==> src/rtl/tmo_pkg.sv <==
package tmo_pkg;
  localparam int LIM_W     = 12;
  localparam int BIT_EXT   = 31;
  localparam int B_LO      = 16;
  localparam int BIT_CLK   = 15;
  localparam int BIT_IDLE  = 12;
  localparam int A_LO      = 0;

  typedef struct packed {
    logic             ext_en;
    logic [LIM_W-1:0] lim_b;
    logic             clk_en;
    logic             idle_sel;
    logic [LIM_W-1:0] lim_a;
  } tmo_cfg_t;

  function automatic logic [31:0] cfg_to_word(tmo_cfg_t c);
    logic [31:0] w;
    w = '0;
    w[BIT_EXT]               = c.ext_en;
    w[B_LO +: LIM_W]         = c.lim_b;
    w[BIT_CLK]               = c.clk_en;
    w[BIT_IDLE]              = c.idle_sel;
    w[A_LO +: LIM_W]         = c.lim_a;
    return w;
  endfunction
endpackage

==> src/rtl/tmo_ctrl_reg.sv <==
module tmo_ctrl_reg
  import tmo_pkg::*;
#(
  parameter int WR_LAT = 3
) (
  input  logic        clk_i,
  input  logic        rst_ni,
  input  logic        wr_valid_i,
  output logic        wr_ready_o,
  input  logic [31:0] wr_data_i,
  output tmo_cfg_t    cfg_o
);
  localparam int WAIT_W = $clog2(WR_LAT + 1);

  logic [WAIT_W-1:0] wait_q;
  logic [31:0]       pend_q;
  tmo_cfg_t          cfg_q;
  tmo_cfg_t          cfg_nxt;
  logic              commit;

  assign wr_ready_o = (wait_q == '0);
  assign commit     = (wait_q == WAIT_W'(1));

  // Lock rules look at the enables held before this commit
  always_comb begin
    cfg_nxt        = cfg_q;
    cfg_nxt.ext_en = pend_q[BIT_EXT];
    cfg_nxt.clk_en = pend_q[BIT_CLK];
    if (!cfg_q.ext_en) cfg_nxt.lim_b = pend_q[B_LO +: LIM_W];
    if (!cfg_q.clk_en) begin
      cfg_nxt.idle_sel = pend_q[BIT_IDLE];
      cfg_nxt.lim_a    = pend_q[A_LO +: LIM_W];
    end
  end

  always_ff @(posedge clk_i or negedge rst_ni) begin
    if (!rst_ni) begin
      wait_q <= '0;
      pend_q <= '0;
      cfg_q  <= '0;
    end else if (wait_q != '0) begin
      wait_q <= wait_q - WAIT_W'(1);
      if (commit) cfg_q <= cfg_nxt;
    end else if (wr_valid_i) begin
      pend_q <= wr_data_i;
      wait_q <= WAIT_W'(WR_LAT);
    end
  end

  assign cfg_o = cfg_q;
endmodule

==> src/rtl/tmo_span_counter.sv <==
module tmo_span_counter #(
  parameter int LIM_W = 12,
  parameter int SHIFT = 11
) (
  input  logic             clk_i,
  input  logic             rst_ni,
  input  logic             restart_i,
  input  logic             advance_i,
  input  logic [LIM_W-1:0] limit_i,
  output logic             hit_o
);
  localparam int TW = LIM_W + 1;

  logic [SHIFT-1:0] pre_q;
  logic [TW-1:0]    tick_q;
  logic [TW-1:0]    target;
  logic             reached;
  logic             adv_eff;
  logic             pre_max;

  assign target  = TW'(limit_i) + TW'(1);
  assign reached = (tick_q == target);
  assign adv_eff = advance_i && !reached;
  assign pre_max = &pre_q;
  assign hit_o   = !restart_i && adv_eff && pre_max && (tick_q == target - TW'(1));

  always_ff @(posedge clk_i or negedge rst_ni) begin
    if (!rst_ni) begin
      pre_q  <= '0;
      tick_q <= '0;
    end else if (restart_i) begin
      pre_q  <= '0;
      tick_q <= '0;
    end else if (adv_eff) begin
      pre_q <= pre_q + SHIFT'(1);
      if (pre_max) tick_q <= tick_q + TW'(1);
    end
  end
endmodule

==> src/rtl/smbus_timeout_mon.sv <==
module smbus_timeout_mon
  import tmo_pkg::*;
#(
  parameter int WR_LAT     = 3,
  parameter int LONG_SHIFT = 11,
  parameter int IDLE_SHIFT = 2
) (
  input  logic        clk_i,
  input  logic        rst_ni,
  input  logic        wr_valid_i,
  output logic        wr_ready_o,
  input  logic [31:0] wr_data_i,
  output logic [31:0] ctrl_o,
  input  logic        scl_i,
  input  logic        sda_i,
  input  logic        stretch_i,
  input  logic        start_i,
  input  logic        stop_i,
  input  logic        clear_i,
  output logic        timeout_o
);
  localparam int NDET = 3;

  tmo_cfg_t              cfg;
  logic [NDET-1:0]       run, restart, advance, hit;
  logic [NDET-1:0][LIM_W-1:0] limit;
  logic                  flag_q;

  tmo_ctrl_reg #(.WR_LAT(WR_LAT)) u_reg (
    .clk_i, .rst_ni, .wr_valid_i, .wr_ready_o, .wr_data_i, .cfg_o(cfg)
  );

  // 0: clock low, 1: bus idle, 2: cumulative stretch
  assign run[0]     = cfg.clk_en && !cfg.idle_sel && !scl_i;
  assign run[1]     = cfg.clk_en &&  cfg.idle_sel && scl_i && sda_i;
  assign restart[0] = !run[0];
  assign restart[1] = !run[1];
  assign advance[0] = run[0];
  assign advance[1] = run[1];
  assign run[2]     = cfg.ext_en;
  assign restart[2] = !cfg.ext_en || start_i || stop_i;
  assign advance[2] = stretch_i;
  assign limit[0]   = cfg.lim_a;
  assign limit[1]   = cfg.lim_a;
  assign limit[2]   = cfg.lim_b;

  for (genvar d = 0; d < NDET; d++) begin : g_det
    localparam int SH = (d == 1) ? IDLE_SHIFT : LONG_SHIFT;
    tmo_span_counter #(.LIM_W(LIM_W), .SHIFT(SH)) u_cnt (
      .clk_i, .rst_ni,
      .restart_i(restart[d]),
      .advance_i(advance[d]),
      .limit_i(limit[d]),
      .hit_o(hit[d])
    );
  end

  always_ff @(posedge clk_i or negedge rst_ni) begin
    if (!rst_ni)      flag_q <= 1'b0;
    else if (|hit)    flag_q <= 1'b1;
    else if (clear_i) flag_q <= 1'b0;
  end

  assign timeout_o = flag_q;
  assign ctrl_o    = cfg_to_word(cfg);
endmodule

==> config.mk <==
export PLATFORM = sky130hd
export DESIGN_NAME = smbus_timeout_mon
export DESIGN_NICKNAME = d
export VERILOG_FILES = /design/src/rtl/tmo_pkg.sv /design/src/rtl/tmo_ctrl_reg.sv /design/src/rtl/tmo_span_counter.sv /design/src/rtl/smbus_timeout_mon.sv
export SDC_FILE = /design/constraint.sdc
export NUM_CORES = 1
export LEC_CHECK = 0
export BUFFER_PORTS_ARGS = -buffer_cell sky130_fd_sc_hd__buf_4
export CORE_MARGIN = 10
export CORE_UTILIZATION = 25
export DETAILED_ROUTE_END_ITERATION = 8
export MAX_ROUTING_LAYER = met4
export SLEW_MARGIN = 5
export SYNTH_ARGS = -nofsm -noshare
export SYNTH_HDL_FRONTEND = slang
export SYNTH_SLANG_ARGS = --single-unit
export TNS_END_PERCENT = 5
==> constraint.sdc <==
create_clock -name clk_i -period 2.6 [get_ports clk_i]
set_clock_uncertainty 0.05 [all_clocks]
set_input_delay 0.78 -clock clk_i [delete_from_list [all_inputs] [get_ports clk_i]]
set_output_delay 0.78 -clock clk_i [all_outputs]
set_load 0.005 [all_outputs]
Yosys cells after proc, flatten, opt, wreduce, memory -nomap -nowiden:

Index checks and enable logic that the tools add are counted.

* register bits: 125
* output and inout port bits: 34
* input port bits: 41

* add/subtract/negate cells: 11
* multiplexer cells: 19
* bitwise operators: 3
* eq/ne operators: 11
* reduce and logical (&&, ||, !) cells: 43

Operators with widths (number)
* $mux 13: 9
* $eq 13x13->1: 6
* $mux 11: 4
* $add 13x1->13 const B: 3
* $add 12x1->13 const B: 2
* $sub 13x1->13 const B: 2
* $add 11x1->11 const B: 2
* $reduce_and 11->1: 2
* $logic_and 1x1->1: 17
* $reduce_and 2->1: 6
* $reduce_bool 2->1: 5
* $mux 2: 4
* $ne 2x2->1 const B: 4
* $logic_not 1->1: 7
* $reduce_and 3->1: 2
* $not 1->1: 3
* $reduce_or 3->1: 1
* $add 2x1->2 const B: 1
* $eq 2x1->1 const B: 1
* $logic_not 2->1: 1
* $logic_or 1x1->1: 2
* $mux 1: 2
* $sub 2x1->2 const B: 1

Depth between registers and ports, before layout:

Gate-level depths: netlist of the first run.

* word-level depth: 9
* mapped depth: 12
* mapped depth without buffers: 9

Hierarchy:

A second synthesis of the first run with hierarchy kept.

* cell total of the unflattened synthesis: 907
* area total of the unflattened synthesis: 8629.5 um2

Modules (own cells, without submodules)
* tmo_span_counter at g_det[2].u_cnt: sequential area each 600.6 um2, cells an instance 280, area an instance 2321.0 um2, times used 1
* tmo_span_counter at g_det[0].u_cnt: sequential area each 600.6 um2, cells an instance 269, area an instance 2220.9 um2, times used 1
* tmo_ctrl_reg: sequential area each 1401.3 um2, cells an instance 125, area an instance 2154.6 um2, times used 1
* tmo_span_counter at g_det[1].u_cnt: sequential area each 375.4 um2, cells an instance 217, area an instance 1820.5 um2, times used 1
* smbus_timeout_mon: sequential area each 25.0 um2, cells an instance 16, area an instance 112.6 um2, times used 1

Worst setup path after synthesis of the first run:

No wires, ideal clock.

* path kind: register -> register
* from: reg u_reg.cfg_q, in the netlist u_reg.cfg_o[0]
* to: reg flag_q, in the netlist timeout_o
* arrival: 2.721 ns
* data required time: 2.481 ns
* stages on the path, launching flop included: 11
* setup slack: -0.240 ns
* cells stage by stage: dfrtp_1 -> ha_1 -> buf_2 -> xnor2_1 -> nor4bb_1 -> nand2_1 -> xnor2_1 -> a2111oi_0 -> o2111ai_1 -> or4_1 -> nand3_1

* word-level cells in the longest chain between the ends: 9
* elaborated cells on any way between the ends: 19

Ends and longest elaborated chain
* start, declared: line tmo_ctrl_reg.sv:17 `tmo_cfg_t cfg_q;`
* start signal, assigned: line tmo_ctrl_reg.sv:43 `if (commit) cfg_q <= cfg_nxt;`
* $add 12x1->13 (*): line tmo_span_counter.sv:21 `assign target = TW'(limit_i) + TW'(1);`
* parallel branches: the longest is 6 deep, another holds $sub 13x1->13
* $reduce_or 3->1 (*): line smbus_timeout_mon.sv:60 `else if (|hit) flag_q <= 1'b1;`
* $mux 1 or $reduce_bool 2->1 (tied branches)
* end signal, assigned: line smbus_timeout_mon.sv:59 `if (!rst_ni) flag_q <= 1'b0;`
* end signal, assigned: line smbus_timeout_mon.sv:60
* end signal, assigned: line smbus_timeout_mon.sv:61 `else if (clear_i) flag_q <= 1'b0;`
* end, declared: line smbus_timeout_mon.sv:27 `logic flag_q;`

Every way passes the cells marked *.
A chain may end at the register's enable or synchronous reset.

Worst setup path in the final report of the first run:

Same ends and word-level chain as after synthesis.

==> flow_metrics.tcl, run 1 <==
set metrics [dict create \
    status "finished with violations" \
    violations "negative setup slack" \
    synth_mux_area_share_pct 9.04 \
    combPwrFrac_pct 54.0 \
    drt-wirelength-per-cell_um 15.9 \
    crit_type "reg -> reg" \
    start_util_pct 25.2 \
    grt_antenna_before_repair 0 \
    syn2layout_area_growth_pct 38.3 \
    ys_ff_latch 120 \
    power.internal_mw 6.98 \
    synth_warnings 0 \
    synth-simple-area-share_pct 22.9 \
    finalSetupTns_ns -2.81 \
    ys_async_sr_fraction_pct 100 \
    rsz0062_at_grt "true" \
    critPathLaunchType "register" \
    synth_cells 860 \
    ys_types 76 \
    final_util_pct 34.9 \
    ff2ff_setup_slack_ns -0.18 \
    cts.sinks 120 \
    tightestPinTransition_ns 0.660 \
    drt_wl_total_um 24100 \
    yosysMostFrequentCell "dfrtp_1" \
    die_h_um 201 \
    r2r_end "timeout_o$_DFFE_PN0P_" \
    cts_root_buf "clkbuf_16" \
    route.detailed.drc 0 \
    sw_frac_of_total_pct 37.4 \
    rows 66 \
    grt_pass1_vias 7219 \
    numCtsBuffers 17 \
    syn-cell-area_um2 8190 \
    worst_slack_ns -0.178 \
    yosysSeqAreaShare_pct 36.7 \
    cts_max_level 4 \
    clk_path_buf_depth 2 \
    min_path_type "in -> async" \
    numPortBuffers 64 \
    crit_fanout 6 \
    synth_top_family_by_area "simple AND/OR/NAND/NOR gates" \
    insertion_delay_ns 0.42 \
    finalSetupViolCount 36 \
    drive_gt1_share_pct 38.2 \
    synth_commonest_cells "dfrtp_1 (120), nor2_1 (79), xnor2_1 (72)" \
    synth_ff_type "dfrtp_1" \
    core_area_um2 32500 \
    period_minus_slack_ns 2.78 \
    grt_pass1_wl_um 39200 \
    synth_compound_area_share_pct 11.2 \
    synthAdderAreaFrac_pct 1.68 \
    synth_area_leaders "dfrtp_1 (37%), mux2_2 (7.7%), xnor2_1 (7.7%)" \
    sequentialPowerShare_pct 25.1 \
    cts_tree "done" \
    arrival_ns 3.08 \
    dr.pass1.iters 5 \
    routed_via_density 4.71 \
    reg2regPathDepth 11 \
    power_switching_mw 4.17 \
    leakagePower_nw 4.65 \
    end_kind "register" \
    pwr-share-clk_pct 20.9 \
    synth_edf_count 0 \
    top_level_ports 75 \
    die_x_um 201 \
    dp_hpwl_um 18700 \
    finalMaxSlewViolations 0 \
    max_freq_mhz 360 \
    gr-total-overflow 0 \
    grt_max_degree 121 \
    max-cap-violations 0 \
    yosysTopAreaCell "dfrtp_1" \
    synthXorXnorAreaFrac_pct 14.2 \
    clkSlewWorstSetupHoldPaths_ns 0.06 \
    routabilityCongestion 0.960 \
    finalCritPeriodShare_pct 107 \
    vdd_ir_drop_max_v 0.000486 \
    grt.total_usage_pct 12.3 \
    nNetsFinal 1111 \
    power_density_nw_per_um2 984 \
    netlist.area_leader.share_pct 36.7 \
    required_ns 2.90 \
    antenna_cells 0 \
    hold_viol_final 0 \
    max_slew_margin_pct 56.0 \
    fp.dieArea_um2 40400 \
    drt_iter0_drc 388 \
    final_antenna_net_count 0 \
    syn_avg_cell_area_um2 9.53 \
    worstReg2RegStart "u_reg.cfg_o[0]$_DFFE_PN0P_" \
    vias 7125 \
]
==> power by group through the flow <==
stage | combinational (mW) | clock (mW) | sequential (mW)
3_3_place_gp | 5.52 | 0 | 2.79
3_5_place_dp | 5.59 | 0 | 2.81
2_1_floorplan | 3.20 | 0 | 2.65
4_1_cts | 5.90 | 2.38 | 2.81
6_report | 6.02 | 2.33 | 2.80
5_1_grt | 6.53 | 2.46 | 2.88
==> timing repair <==
action,CTS,global route
hold buffers,0,0
buffers inserted,6,0
gates cloned,1,0
resized for setup,48,30
pin swaps,26,25
setup endpoints to repair,63,64
==> layer usage <==
layer  GRT usage (%)  wire (um)  vias up
met2            21.0      12300      148
met3            2.53       1130       39
met5               -          0        -
met4            4.00        543        0
met1            14.1      10200     3447
li1                -          -     3491
==> flip-flops by register name, indices dropped and copies added, names as in the netlist <==
name                count
g_det.u_cnt.tick_q     39
u_reg.wait_q            2
timeout_o               1
u_reg.cfg_o            27
g_det.u_cnt.pre_q      24
u_reg.pend_q           27
==> critical path, stage by stage, from the launching register on <==
cell       delay, ns
dfrtp_1         0.42
ha_4            0.20
buf_4           0.16
and2_4          0.15
a2111oi_4       0.37
a31oi_2         0.08
buf_4           0.16
or4b_2          0.64
a21oi_2         0.14
o22a_1          0.15
a32oi_1         0.10
nand3_1         0.08
==> metrics by stage <==
stage	cell area, um^2	setup WS (ns)	std cells	hold slack, ns	total power [mW]
global route	11300	-0.300	1514	0.454	11.9
floorplan	8290	-0.0436	864	0.394	5.85
CTS	11200	-0.195	1514	0.431	11.1
finish	11300	-0.178	1514	0.395	11.1
detailed placement	10300	-0.315	1476	0.417	8.40
global placement	10300	-0.256	1476	0.409	8.32
==> layout by cell type (no fill, tap or decap), types with 6 or more instances in the layout <==
master,Yosys,routed
inv_1,19,19
buf_4,9,222
clkbuf_16,0,17
or3_1,16,15
buf_6,1,9
mux2_2,56,56
nand3_1,32,27
nor2b_1,9,9
nor4_1,8,6
dfrtp_1,120,116
or4_1,10,9
nand2_1,52,51
nand4_1,22,22
mux2i_1,11,8
xnor2_1,72,68
o211ai_1,9,9
nor2_1,79,77
nor3_1,25,21
and4_1,10,9
a21oi_1,29,26
xor2_1,35,35
and2_1,14,12
o21ai_0,22,21
ha_1,11,8
nand2b_1,8,8
a211oi_1,10,6
or2_2,6,6
o31ai_1,8,7
xnor3_1,9,8
and3_1,20,17
==> layout make-up <==
type	instances	area, um^2
inverter	19	71.3
sequential	120	3010
clock buffer	19	433
fill	3267	21100
clock inverter	13	144
timing repair buffer	235	1850
tap	442	553
multi-input combinational	666	5270
==> worst max path at each step <==
stage                                      from                                    end  slack (ns)  depth (start not counted)
CTS                  u_reg.cfg_o[0]$_DFFE_PN0P_                  timeout_o$_DFFE_PN0P_       -0.20                         11
global placement    u_reg.cfg_o[15]$_DFFE_PN0P_  g_det[2].u_cnt.tick_q[12]$_DFFE_PN0P_       -0.26                         12
finish               u_reg.cfg_o[0]$_DFFE_PN0P_                  timeout_o$_DFFE_PN0P_       -0.18                         11
detailed placement   u_reg.cfg_o[0]$_DFFE_PN0P_                  timeout_o$_DFFE_PN0P_       -0.31                         10
global route        u_reg.cfg_o[14]$_DFFE_PN0P_   g_det[2].u_cnt.tick_q[5]$_DFFE_PN0P_       -0.30                         12
floorplan            u_reg.cfg_o[0]$_DFFE_PN0P_  g_det[0].u_cnt.tick_q[12]$_DFFE_PN0P_       -0.04                         10
==> cells by family (layout without fill, tap and decap cells) <==
logic type	Yosys count	in the layout
compound gates	127	127
xor+xnor	117	117
fa+ha+maj	11	11
buf+inv	78	286
flops	120	120
mux	67	67
other cells	1	5
simple gates	339	339
Power figures use the tool's default switching activity.
==> inputs of run 2 (changes only) <==
--- a/config.mk
+++ b/config.mk
@@ -5,7 +5,8 @@
 export SDC_FILE = /design/constraint.sdc
 export NUM_CORES = 1
 export LEC_CHECK = 0
-export BUFFER_PORTS_ARGS = -buffer_cell sky130_fd_sc_hd__buf_4
+export BUFFER_PORTS_ARGS = -buffer_cell sky130_fd_sc_hd__buf_2
+export CORE_ASPECT_RATIO = 0.6
 export CORE_MARGIN = 10
 export CORE_UTILIZATION = 25
 export DETAILED_ROUTE_END_ITERATION = 8
==> constraint.sdc (replaced) <==
create_clock -name clk_i -period 2.6 [get_ports clk_i]
set_clock_uncertainty 0.05 [all_clocks]
set_input_delay 0.26 -clock clk_i [delete_from_list [all_inputs] [get_ports clk_i]]
set_output_delay 0.26 -clock clk_i [all_outputs]
set_load 0.005 [all_outputs]
==> run 2 against run 1 <==
  * The run still ends with negative setup slack left
  * Hold slack worse by 0.38 ns
  * Register-to-register slack worse by 0.15 ns
  * Core utilization up 0.57 points
  * Clock power down 2%
  * Sequential cell count unchanged
  * Die area up 0.59%
  * Cell area up 1.3%
  * Critical path type unchanged
  * Critical endpoint unchanged
  * Highest routed layer unchanged
==> flow_metrics.tcl, run 2 (synthesis gave the netlist of run 1 again) <==
set metrics [dict create \
    top_usage_layer "met1" \
    use_met1_pct 19.0 \
    syn2layout_area_growth_pct 40.1 \
    max_slew_margin_pct 57.7 \
    clk_path_buf_depth 2 \
    vias 7486 \
    final_antenna_net_count 0 \
    multi_input_comb_area_um2 5300 \
    crit_type "reg -> reg" \
    top_level_ports 75 \
    end_kind "register" \
    cts.sinks 120 \
    drive_gt1_share_pct 40.2 \
    final_util_pct 35.5 \
    max-cap-violations 0 \
    hold_viol_final 0 \
    die_h_um 160 \
    power_density_nw_per_um2 996 \
    antenna_cells 0 \
    crit_fanout 6 \
    grt_use_met3_pct 3.83 \
    rows 51 \
    top_register "g_det.u_cnt.tick_q" \
    finalCritPeriodShare_pct 112 \
    min_path_type "in -> reg" \
    drt-wirelength-per-cell_um 16.7 \
    dr.pass1.iters 5 \
    start_util_pct 25.3 \
    finalSetupViolCount 52 \
    grt.total_usage_pct 13.1 \
    final_area_um2 11500 \
    cts_root_buf "clkbuf_16" \
    cts_tree "done" \
    grt_pass1_wl_um 41100 \
    pre_cts_slack_ns -0.329 \
    nFillCells 3180 \
    register_area_um2 3010 \
    met2_usage_pct 17.0 \
    leakagePower_nw 4.77 \
    die_x_um 254 \
    vdd_ir_drop_max_v 0.000715 \
    dp_hpwl_um 19400 \
    clkSlewWorstSetupHoldPaths_ns 0.06 \
    fp.dieArea_um2 40600 \
    core_area_um2 32400 \
    required_ns 2.90 \
    cts_max_level 4 \
    grt_max_degree 40 \
    largest_reg_flops 39 \
    route.detailed.drc 0 \
    final_cell_mix "buf_4 (180), dfrtp_1 (114), nor2_1 (76), xnor2_1 (65), buf_2 (64)" \
    finalMaxSlewViolations 0 \
    insertion_delay_ns 0.43 \
    finalSetupTns_ns -3.95 \
    critPathLaunchType "register" \
    max_freq_mhz 342 \
    final_common_cell "buf_4" \
    violations "negative setup slack" \
    tightestPinTransition_ns 0.633 \
    routed_via_density 4.88 \
    drt_wl_total_um 25600 \
    numPortBuffers 64 \
    place_area_um2 10200 \
    routabilityCongestion 0.915 \
    grt_antenna_before_repair 0 \
    numCtsBuffers 17 \
    status "finished with violations" \
    worst_slack_ns -0.324 \
    gr-total-overflow 0 \
    period_minus_slack_ns 2.92 \
    rsz0062_at_grt "true" \
    grt_pass1_vias 7301 \
    nNetsFinal 1148 \
    drt_iter0_drc 559 \
    arrival_ns 3.23 \
]
-- run 2: critical path: stages (launching register included) --
cell and delay [ns]:
dfrtp_1 0.42, buf_4 0.15, buf_6 0.12, nand3_2 0.06
buf_6 0.13, mux2_2 0.35, o21ai_0 0.32, o22ai_1 0.19
a2111oi_2 0.28, o2111ai_1 0.15, or4_1 0.50, nand3_1 0.12
-- run 2: final timing paths --
check / startpoint / endpoint / slack [ns] / cells past startpoint
max: u_reg.cfg_o[0]$_DFFE_PN0P_ / timeout_o$_DFFE_PN0P_ / -0.32 / 11
min: wr_data_i[9] / u_reg.pend_q[9]$_DFFE_PN0P_ / 0.01 / 2
max reg2reg: u_reg.cfg_o[0]$_DFFE_PN0P_ / timeout_o$_DFFE_PN0P_ / -0.32 / 11
min reg2reg: u_reg.pend_q[24]$_DFFE_PN0P_ / u_reg.cfg_o[22]$_DFFE_PN0P_ / 0.42 / 2
max in group asynchronous: rst_ni / u_reg.cfg_o[7]$_DFFE_PN0P_ / 1.46 / 3
min in group asynchronous: rst_ni / g_det[0].u_cnt.tick_q[12]$_DFFE_PN0P_ / 0.32 / 2
-- run 2: report_power, final --
group / internal (mW) / total [mW] / switching, mW
Sequential: 2.34 / 2.81 / 0.465
Combinational: 3.35 / 6.33 / 2.98
Clock: 1.33 / 2.29 / 0.962
Total: 7.03 / 11.4 / 4.41
-- run 2: layout make-up --
cell class,instances,area share [%]
clock buffer,17,3.71
clock inverter,15,1.23
inverter,19,0.621
multi-input combinational,666,46.2
sequential,120,26.2
tap,424,4.62
timing repair buffer,272,17.4
-- run 2: timing repair --
action,CTS,global route
setup buffers,20,4
pin swaps,37,12
resized for setup,68,26
hold buffers,9,1
endpoints found under the hold margin,42,1
endpoints found under the setup margin,57,62
gates cloned,1,0
-- run 2: layer usage --
metal / share of wire (%) / up-vias
met5: 0 / -
met4: 1.0 / 0
met3: 8.4 / 14
met2: 41 / 244
met1: 50 / 3651
li1: - / 3577
-- run 2: metrics by stage --
stage / hold slack (ns) / total power, mW / cells
final: 0.0148 / 11.4 / 1533
after global placement: 0.234 / 8.24 / 1467
after global routing: 0.00181 / 12.1 / 1533
after CTS: 0.0000807 / 11.2 / 1528
after floorplan: -0.0856 / 5.85 / 864
after detailed placement: 0.254 / 8.33 / 1467
